## src/rtl/clken_pkg.sv

```systemverilog
package clken_pkg;
  parameter int unsigned DEF_N_EDGE = 3;
  parameter int unsigned DEF_N_GATE = 2;
  parameter int unsigned DEF_CNT_W  = 8;

  // newer / older samples of a derived clock taken on the fast clock
  typedef struct packed {
    logic newer;
    logic older;
  } samp_pair_t;
endpackage

```

## src/rtl/clken_edge_det.sv

```systemverilog
module clken_edge_det
  import clken_pkg::*;
(
  input  logic clk,
  input  logic rst_n,
  input  logic din,
  output logic en
);
  samp_pair_t sp;
  logic       live;

  always_ff @(posedge clk or negedge rst_n) begin
    if (!rst_n) begin
      sp   <= '0;
      live <= 1'b0;
    end else begin
      sp.newer <= din;
      sp.older <= live ? sp.newer : din;
      live     <= 1'b1;
    end
  end

  assign en = live & sp.newer & ~sp.older;


  pulse_one_cycle_chk: assert property (@(posedge clk) disable iff (!rst_n)
    en |=> !en);

  pulse_needs_high_chk: assert property (@(posedge clk) disable iff (!rst_n)
    en |-> $past(din));
endmodule

```

## src/rtl/clken_gate_conv.sv

```systemverilog
module clken_gate_conv (
  input  logic clk,
  input  logic rst_n,
  input  logic gate,
  output logic en
);
  logic gate_q;

  always_ff @(posedge clk or negedge rst_n) begin
    if (!rst_n) gate_q <= 1'b0;
    else        gate_q <= gate;
  end

  assign en = gate_q;


  gate_follow_chk: assert property (@(posedge clk) disable iff (!rst_n)
    rst_n |=> en == $past(gate));
endmodule

```

## src/rtl/clken_demo_reg.sv

```systemverilog
module clken_demo_reg #(
  parameter int unsigned CNT_W = clken_pkg::DEF_CNT_W
) (
  input  logic             clk,
  input  logic             rst_n,
  input  logic             en,
  output logic [CNT_W-1:0] q
);
  always_ff @(posedge clk or negedge rst_n) begin
    if (!rst_n)  q <= '0;
    else if (en) q <= q + 1'b1;
  end


  cnt_hold_chk: assert property (@(posedge clk) disable iff (!rst_n)
    !en |=> $stable(q));

  cnt_step_chk: assert property (@(posedge clk) disable iff (!rst_n)
    en |=> q == CNT_W'($past(q) + 1'b1));
endmodule

```

## src/rtl/clken_converter.sv

```systemverilog
module clken_converter #(
  parameter int unsigned N_EDGE = clken_pkg::DEF_N_EDGE,
  parameter int unsigned N_GATE = clken_pkg::DEF_N_GATE,
  parameter int unsigned CNT_W  = clken_pkg::DEF_CNT_W
) (
  input  logic                    clk,
  input  logic                    rst_n,
  input  logic [N_EDGE-1:0]       dclk_in,
  input  logic [N_GATE-1:0]       gate_in,
  output logic [N_EDGE-1:0]       edge_en,
  output logic [N_GATE-1:0]       gate_en,
  output logic [N_EDGE*CNT_W-1:0] edge_cnt,
  output logic [N_GATE*CNT_W-1:0] gate_cnt
);
  localparam int unsigned EDGE_BITS = N_EDGE * CNT_W;
  localparam int unsigned GATE_BITS = N_GATE * CNT_W;

  logic [EDGE_BITS-1:0] edge_q;
  logic [GATE_BITS-1:0] gate_q;

  for (genvar i = 0; i < N_EDGE; i++) begin : g_edge
    clken_edge_det u_det (
      .clk   (clk),
      .rst_n (rst_n),
      .din   (dclk_in[i]),
      .en    (edge_en[i])
    );
    clken_demo_reg #(.CNT_W(CNT_W)) u_cnt (
      .clk   (clk),
      .rst_n (rst_n),
      .en    (edge_en[i]),
      .q     (edge_q[i*CNT_W +: CNT_W])
    );
  end

  for (genvar j = 0; j < N_GATE; j++) begin : g_gate
    clken_gate_conv u_conv (
      .clk   (clk),
      .rst_n (rst_n),
      .gate  (gate_in[j]),
      .en    (gate_en[j])
    );
    clken_demo_reg #(.CNT_W(CNT_W)) u_cnt (
      .clk   (clk),
      .rst_n (rst_n),
      .en    (gate_en[j]),
      .q     (gate_q[j*CNT_W +: CNT_W])
    );
  end

  assign edge_cnt = edge_q;
  assign gate_cnt = gate_q;


  reset_quiet_chk: assert property (@(posedge clk)
    !rst_n |-> (edge_en == '0 && gate_en == '0 && edge_cnt == '0 && gate_cnt == '0));
endmodule

```

## config.mk

```make
export PLATFORM = sky130hd
export DESIGN_NAME = clken_converter
export DESIGN_NICKNAME = d
export VERILOG_FILES = /design/src/rtl/clken_pkg.sv /design/src/rtl/clken_edge_det.sv /design/src/rtl/clken_gate_conv.sv /design/src/rtl/clken_demo_reg.sv /design/src/rtl/clken_converter.sv
export SDC_FILE = /design/constraint.sdc
export NUM_CORES = 1
export LEC_CHECK = 0
export BUFFER_PORTS_ARGS = -buffer_cell sky130_fd_sc_hd__buf_2
export CAP_MARGIN = 20
export CORE_ASPECT_RATIO = 0.8
export CORE_UTILIZATION = 38
export DETAILED_ROUTE_END_ITERATION = 12
export GPL_TIMING_DRIVEN = 0
export PLACE_DENSITY_LB_ADDON = 0.12
export SLEW_MARGIN = 30
export SYNTH_ARGS = -nofsm -noshare
export SYNTH_HDL_FRONTEND = slang
export SYNTH_SLANG_ARGS = --single-unit
```

## constraint.sdc

```tcl
create_clock -name clk -period 1 [get_ports clk]
set_clock_uncertainty 0.05 [all_clocks]
set_input_delay 0.1 -clock clk [delete_from_list [all_inputs] [get_ports clk]]
set_output_delay 0.1 -clock clk [all_outputs]
set_load 0.005 [all_outputs]
```

==> results of run 1 <==
[placed cells by master (no fill, tap or decap), types with 4 or more instances in the layout]
cell           Yosys  routed
buf_4              5      45
buf_2              0      39
dfrtp_1           49      37
buf_6              1      25
xnor2_1           19      16
xor2_1            16      16
nand4_1           14      14
dfrtp_2            0      12
nand2_1           11      10
nor3_4             0       6
clkbuf_8           0       6
dlygate4sd3_1      0       6
and3_1             5       5
nand3_1            7       4
mux2_4             0       4
[layer usage]
metal	share of wire, %	GRT usage, %
met1	42	20.2
met2	52	28.7
met3	4.5	4.05
met4	1.3	5.72
met5	0	0
[metrics by stage]
stage / instance area, µm² / util [%] / total power, mW / instances / worst slack, ns
final: 3310 / 63.8 / 7.91 / 340 / -0.313
after global routing: 3310 / 63.8 / 8.47 / 340 / -0.370
after CTS: 3090 / 59.6 / 7.30 / 326 / -0.328
after detailed placement: 2450 / 47.4 / 4.92 / 273 / -0.253
after global placement: 2450 / 47.3 / 4.81 / 273 / -0.209
after floorplan: 2120 / - / 4.06 / 160 / -0.176
[flip-flops by register name, indices dropped and copies added (netlist names)]
register and cells:
g_gate.u_conv.en 2, g_edge.u_det.sp 6, g_gate.u_cnt.q 16, g_edge.u_det.live 1, g_edge.u_cnt.q 24
[final cells by class]
cell class                      count  area, µm²  share of cell area [%]
Sequential cell                    49       1240                    37.5
Multi-Input combinational cell    102        980                    29.6
Timing Repair Buffer              113        860                    26.0
Clock buffer                        7       86.3                    2.61
Tap cell                           62       77.6                    2.35
Buffer                              4       45.0                    1.36
Inverter                            3       16.3                   0.492
[path summary, 6_finish.rpt]
check	startpoint	end	slack, ns
max in group asynchronous	rst_n	g_gate[1].u_conv.en	0.12
min in group clk	gate_in[1]	g_gate[1].u_conv.en	0.39
hold / removal	rst_n	g_gate[0].u_cnt.q[2]	0.31
setup / recovery	g_edge[2].u_det.live	edge_en[1]	-0.31
setup reg to reg	g_edge[2].u_det.live	g_edge[1].u_cnt.q[7]	-0.28
hold reg to reg	g_edge[2].u_cnt.q[7]	g_edge[2].u_cnt.q[7]	0.42
[worst reg2reg max path: stages, from the launching register on]
cell,delay (ns)
dfrtp_1,0.34
buf_6,0.14
nand3b_4,0.10
buf_4,0.15
buf_6,0.13
nor3_4,0.16
xor2_1,0.15
[power by group through the flow]
stage / clock, mW / sequential, mW / combinational (mW)
5_1_grt: 1.28 / 3.39 / 3.80
2_1_floorplan: 0 / 3.25 / 0.807
6_report: 1.16 / 3.28 / 3.48
4_1_cts: 1.20 / 3.18 / 2.92
3_3_place_gp: 0 / 3.26 / 1.54
3_5_place_dp: 0 / 3.32 / 1.61
[cells by family (layout without fill, tap and decap cells)]
kind of cell               count (synthesis)  count (layout)
buffers and inverters                      9             127
xor gates and xnor gates                  35              35
DFF                                       49              49
adders and majority gates                  5               5
other                                      1               1
muxes                                      7               7
and+or+nand+nor                           54              54
[timing repair]
action,in CTS,in global routing
endpoints found under the hold margin,56,0
buffers inserted,42,15
hold buffers,6,0
pin swaps,20,15
endpoints found under the setup margin,71,85
gates resized for setup,45,25
==> results.tsv, run 1 <==
stage	metric	value	unit
synthesis	ys_warn_count	0	
final_layout	fillers	422	
clocking	path_clk_slew	0.08	ns
power	power_frac_clock	14.6	%
route	num_vias	1620	
floorplanning	fp.dieW	85.2	µm
outcome	outcome	finished, violations left	
flow_run	maxCapViolCount	0	
final_layout	area_growth	57.1	%
setup_path	cp_common_cell	buf_6	
setup_path	endpoint_kind	output pin	
timing	hold_viol_final	0	
timing	drv_slew	0	
timing	finalSetupTns	-6.69	ns
synthesis	synth_seq_cells	49	
synthesis	syn_avg_cell_area	13.2	µm²
floorplanning	fp.dieH	68.6	µm
final_layout	n_antenna_cell	0	
timing	max_freq	762	MHz
power	power_frac_comb	44.0	%
placement	gp_congestion	0.739	
floorplanning	coreArea	5180	µm²
timing	worst_slew_pin_slew	0.614	ns
synthesis	yosysSeqAreaShare	58.3	%
synthesis	synth_edf_count	0	
synthesis	synth_area	2100	µm²
global_routing	antenna_found_initial	0	
synthesis	synth_compound_gate_area_share	0	%
outcome	violations	negative setup slack	
synthesis	synth_cells	160	
global_routing	grt_pass1_wl	7190	µm
worst_hold_path	hp-class	in -> async	
setup_path	crit_slowest_cell	dfrtp_1	
power	power.switching	2.56	mW
clocking	cts.sinks	49	
power	powerDensity	2390	nW/µm²
clocking	htreeDepth	2	
setup_path	worstSetupPathType	reg -> out	
route	ant_nets	0	
setup_path	r2r_cells	6	
synthesis	syn_nets	172	
synthesis	ys_types	18	
setup_path	cp.depth	5	
power	intPower	5.35	mW
timing	setup_viol	67	
floorplanning	io_pins	52	
global_routing	grt_pass1_vias	1546	
synthesis	yosysTopAreaCell	dfrtp_1	
setup_path	cp.arrival	1.16	ns
timing	fin_ws	-0.313	ns
clocking	insertion_delay	0.29	ns
timing	maxSlewHeadroom	59.1	%
synthesis	synth_flop_cell	dfrtp_1	
floorplanning	start_util	40.6	%
power	p_sw_share	32.4	%
placement	hpwl	2540	µm
timing	whs	0.313	ns
route	drt_wl_total	4650	µm
clocking	clockRootBuffer	clkbuf_8	
route	firstDrtPassIters	4	
synthesis	synth_xor_area_share	14.6	%
setup_path	critPathMaxFanout	5	
clocking	cts_tree	built	
power	ir_worst_vdd	1.12	mV
timing	min_period	1.31	ns
global_routing	gr-usage-all-layers	16.4	%
power	p_leak	1.76	nW
clocking	cts_buffers	5	
setup_path	max_stage_delay	0.38	ns
final_layout	drive_gt1_share	58.6	%
setup_path	critPathLaunchType	flop	
route	drc	0	
synthesis	synthSimpleGateAreaFrac	17.4	%
setup_path	crit_path_cell_trace	buf_6 > nand3b_4 > clkinv_4 > buf_6 > buf_6	
route	drt_iter0_drc	33	
synthesis	synth_area_leaders	dfrtp_1 (58%), xnor2_1 (7.9%), xor2_1 (6.7%)	
global_routing	grt_max_degree	50	
route	post_drt_via_cell_ratio	4.76	
floorplanning	rows	23	
setup_path	critical_path.top_delay_family	buffers and inverters	
clocking	ctsLongestPathBuffers	2	
global_routing	gr-total-overflow	0	
final_layout	nets	290	
synthesis	synth_top_family_by_area	simple AND/OR/NAND/NOR gates	
placement	port_buffers	51	
route	wire_per_inst	13.7	µm
setup_path	required	0.85	ns
synthesis	synthAdderAreaFrac	2.97	%
timing	post-route-period-util	131	%
floorplanning	dieArea	5840	µm²
synthesis	async_flop_share	100	%
setup_path	cp_num_buf_inv	4	
synthesis	yosysMostFrequentCell	dfrtp_1	
synthesis	muxShareOfSynthArea	3.75	%
synthesis	synth_common_cells	dfrtp_1 (49), xnor2_1 (19), xor2_1 (16)	
power	pwr-share-seq	41.4	%
timing	rsz0062_at_grt	yes	
synthesis	synth_top_area_share	58.3	%
No activity file was read; power rests on OpenSTA's default activity.
==> run 2, diff against run 1 <==
--- a/config.mk
+++ b/config.mk
@@ -5,6 +5,7 @@
 export SDC_FILE = /design/constraint.sdc
 export NUM_CORES = 1
 export LEC_CHECK = 0
+export ABC_CLOCK_PERIOD_IN_PS = 1100
 export BUFFER_PORTS_ARGS = -buffer_cell sky130_fd_sc_hd__buf_2
 export CAP_MARGIN = 20
 export CORE_ASPECT_RATIO = 0.8
==> constraint.sdc (replaced) <==
create_clock -name clk -period 1.1 [get_ports clk]
set_clock_uncertainty 0.05 [all_clocks]
set_input_delay 0.11 -clock clk [delete_from_list [all_inputs] [get_ports clk]]
set_output_delay 0.11 -clock clk [all_outputs]
set_load 0.005 [all_outputs]
==> results.tsv, run 2 (synthesized netlist as in run 1, its figures left out) <==
stage	metric	value	unit	change
power	p_total	6.50	mW	-18%
placement	dp_cells	273		unchanged
timing	fin_ws	-0.230	ns	+0.0825 ns
floorplanning	io_pins	52		unchanged
placement	gp_congestion	0.756		+2.3%
power	powerDensity	2100	nW/µm²	-12%
final_layout	n_antenna_cell	0		unchanged
clocking	cts.sinks	49		unchanged
clocking	insertion_delay	0.30	ns	about the same
timing	drv_slew	0		unchanged
clocking	clockRootBuffer	clkbuf_8		
outcome	outcome	finished, violations left		
power	ir_worst_vdd	1.17	mV	+4.3%
setup_path	worstSetupPathType	reg -> reg		
clocking	path_clk_slew	0.09	ns	about the same
global_routing	grt_max_degree	50		unchanged
floorplanning	start_util	40.6	%	unchanged
final_layout	final_common_cell	buf_2		
outcome	violations	negative setup slack		
timing	min_period	1.33	ns	
timing	worst_slew_pin_slew	0.607	ns	-0.00669 ns
floorplanning	dieArea	5840	µm²	unchanged
setup_path	endpoint_kind	flop		
global_routing	gr-usage-all-layers	15.0	%	-1.4 points
route	num_vias	1516		-6.4%
route	drt_wl_total	4440	µm	-4.4%
timing	setup_viol	32		-52%
route	drc	0		unchanged
route	drt_iter0_drc	62		+88%
floorplanning	coreArea	5180	µm²	unchanged
global_routing	gr-total-overflow	0		unchanged
global_routing	grt_pass1_vias	1421		-8.1%
timing	rsz0062_at_grt	yes		
timing	post-route-period-util	121	%	
placement	port_buffers	51		unchanged
final_layout	area_growth	47.4	%	
final_layout	most-common-layout-cells	buf_2 (41), dfrtp_1 (36), buf_6 (22)		
route	firstDrtPassIters	2		-2
floorplanning	fp.dieW	85.2	µm	unchanged
placement	hpwl	2590	µm	+1.9%
setup_path	critPathLaunchType	flop		
clocking	htreeDepth	2		unchanged
global_routing	grt_pass1_wl	6630	µm	-7.8%
final_layout	largest_reg_flops	24		unchanged
clocking	cts_buffers	5		unchanged
clocking	cts_tree	built		
final_layout	fin_cells	314		-7.6%
setup_path	cp.arrival	1.46	ns	+0.30 ns
route	ant_nets	0		unchanged
setup_path	required	1.23	ns	+0.38 ns
final_layout	nets	263		-9.3%
floorplanning	fp.dieH	68.6	µm	unchanged
timing	max_freq	752	MHz	
final_layout	largest-register	g_edge.u_cnt.q		
final_layout	reg.largest.list	g_edge.u_cnt.q (24), g_gate.u_cnt.q (16), g_edge.u_det.sp (6)		
clocking	ctsLongestPathBuffers	2		unchanged
flow_run	maxCapViolCount	0		unchanged
setup_path	critPathMaxFanout	5		unchanged
final_layout	drive_gt1_share	56.0	%	-2.7 points
worst_hold_path	hp-class	in -> async		
route	wire_per_inst	14.1	µm	+3.5%
global_routing	antenna_found_initial	0		unchanged
route	post_drt_via_cell_ratio	4.83		+1.3%
power	p_leak	1.62	nW	-7.9%
timing	hold_viol_final	0		unchanged
timing	maxSlewHeadroom	59.5	%	+0.45 points
floorplanning	rows	23		unchanged
-- run 2: cell count changes in the layout (fill, tap and decap cells not counted), sizes merged --
cell and delta:
buf -27, clkinv +1
-- run 2: report_power, final --
group	switching (mW)	internal, mW
sequential	0.702	2.35
clock	0.576	0.569
combinational	0.900	1.41
total	2.18	4.33
-- run 2: stage by stage --
step / cell area, µm² / setup TNS [ns] / hold slack, ns / worst slack (ns) / utilization (%)
3_5_place_dp: 2440 / -1.21 / 0.115 / -0.137 / 47.1
5_1_grt: 3100 / -5.66 / 0.369 / -0.284 / 59.9
6_report: 3100 / -3.61 / 0.320 / -0.230 / 59.9
2_1_floorplan: 2100 / -0.339 / -0.236 / -0.0757 / -
4_1_cts: 2870 / -2.64 / 0.339 / -0.246 / 55.5
3_3_place_gp: 2440 / -0.713 / 0.169 / -0.107 / 47.1
-- run 2: worst paths after layout --
| path | from | endpoint | slack, ns | cells after the start |
|---|---|---|---|---|
| setup reg to reg | g_edge[2].u_det.live | g_edge[0].u_cnt.q[1] | -0.23 | 5 |
| min in group clk | gate_in[0] | g_gate[0].u_conv.en | 0.39 | 2 |
| hold reg to reg | g_gate[0].u_cnt.q[7] | g_gate[0].u_cnt.q[7] | 0.41 | 1 |
| setup / recovery | g_edge[2].u_det.live | g_edge[0].u_cnt.q[1] | -0.23 | 5 |
| max in group asynchronous | rst_n | g_edge[0].u_cnt.q[1] | 0.24 | 2 |
| hold / removal | rst_n | g_gate[0].u_cnt.q[5] | 0.32 | 2 |
-- run 2: cell type report --
type	instances	area, µm²
Clock buffer	7	96.3
Fill cell	435	2080
Tap cell	62	77.6
Timing Repair Buffer	87	664
Inverter	3	16.3
Buffer	3	33.8
Sequential cell	49	1240
Clock inverter	1	5.00
Multi-Input combinational cell	102	967
-- run 2: what timing repair did --
action / CTS / global route
hold buffers: 6 / 0
endpoints found under the setup margin: 30 / 48
hold endpoints to repair: 55 / 0
pin swaps: 13 / 19
setup buffers: 18 / 12
resized for setup: 39 / 31
-- run 2: routing by layer --
metal	routed length [µm]	track usage, %	vias up
li1	-	-	725
met4	38	6.99	0
met2	2210	25.0	31
met1	2000	18.8	755
met5	0	0	-
met3	185	3.93	5
-- run 2: critical path: stages, from the launching register on --
cell      delay, ns
dfrtp_1        0.38
buf_6          0.13
buf_12         0.12
nand3b_4       0.08
buf_8          0.14
mux2_4         0.31
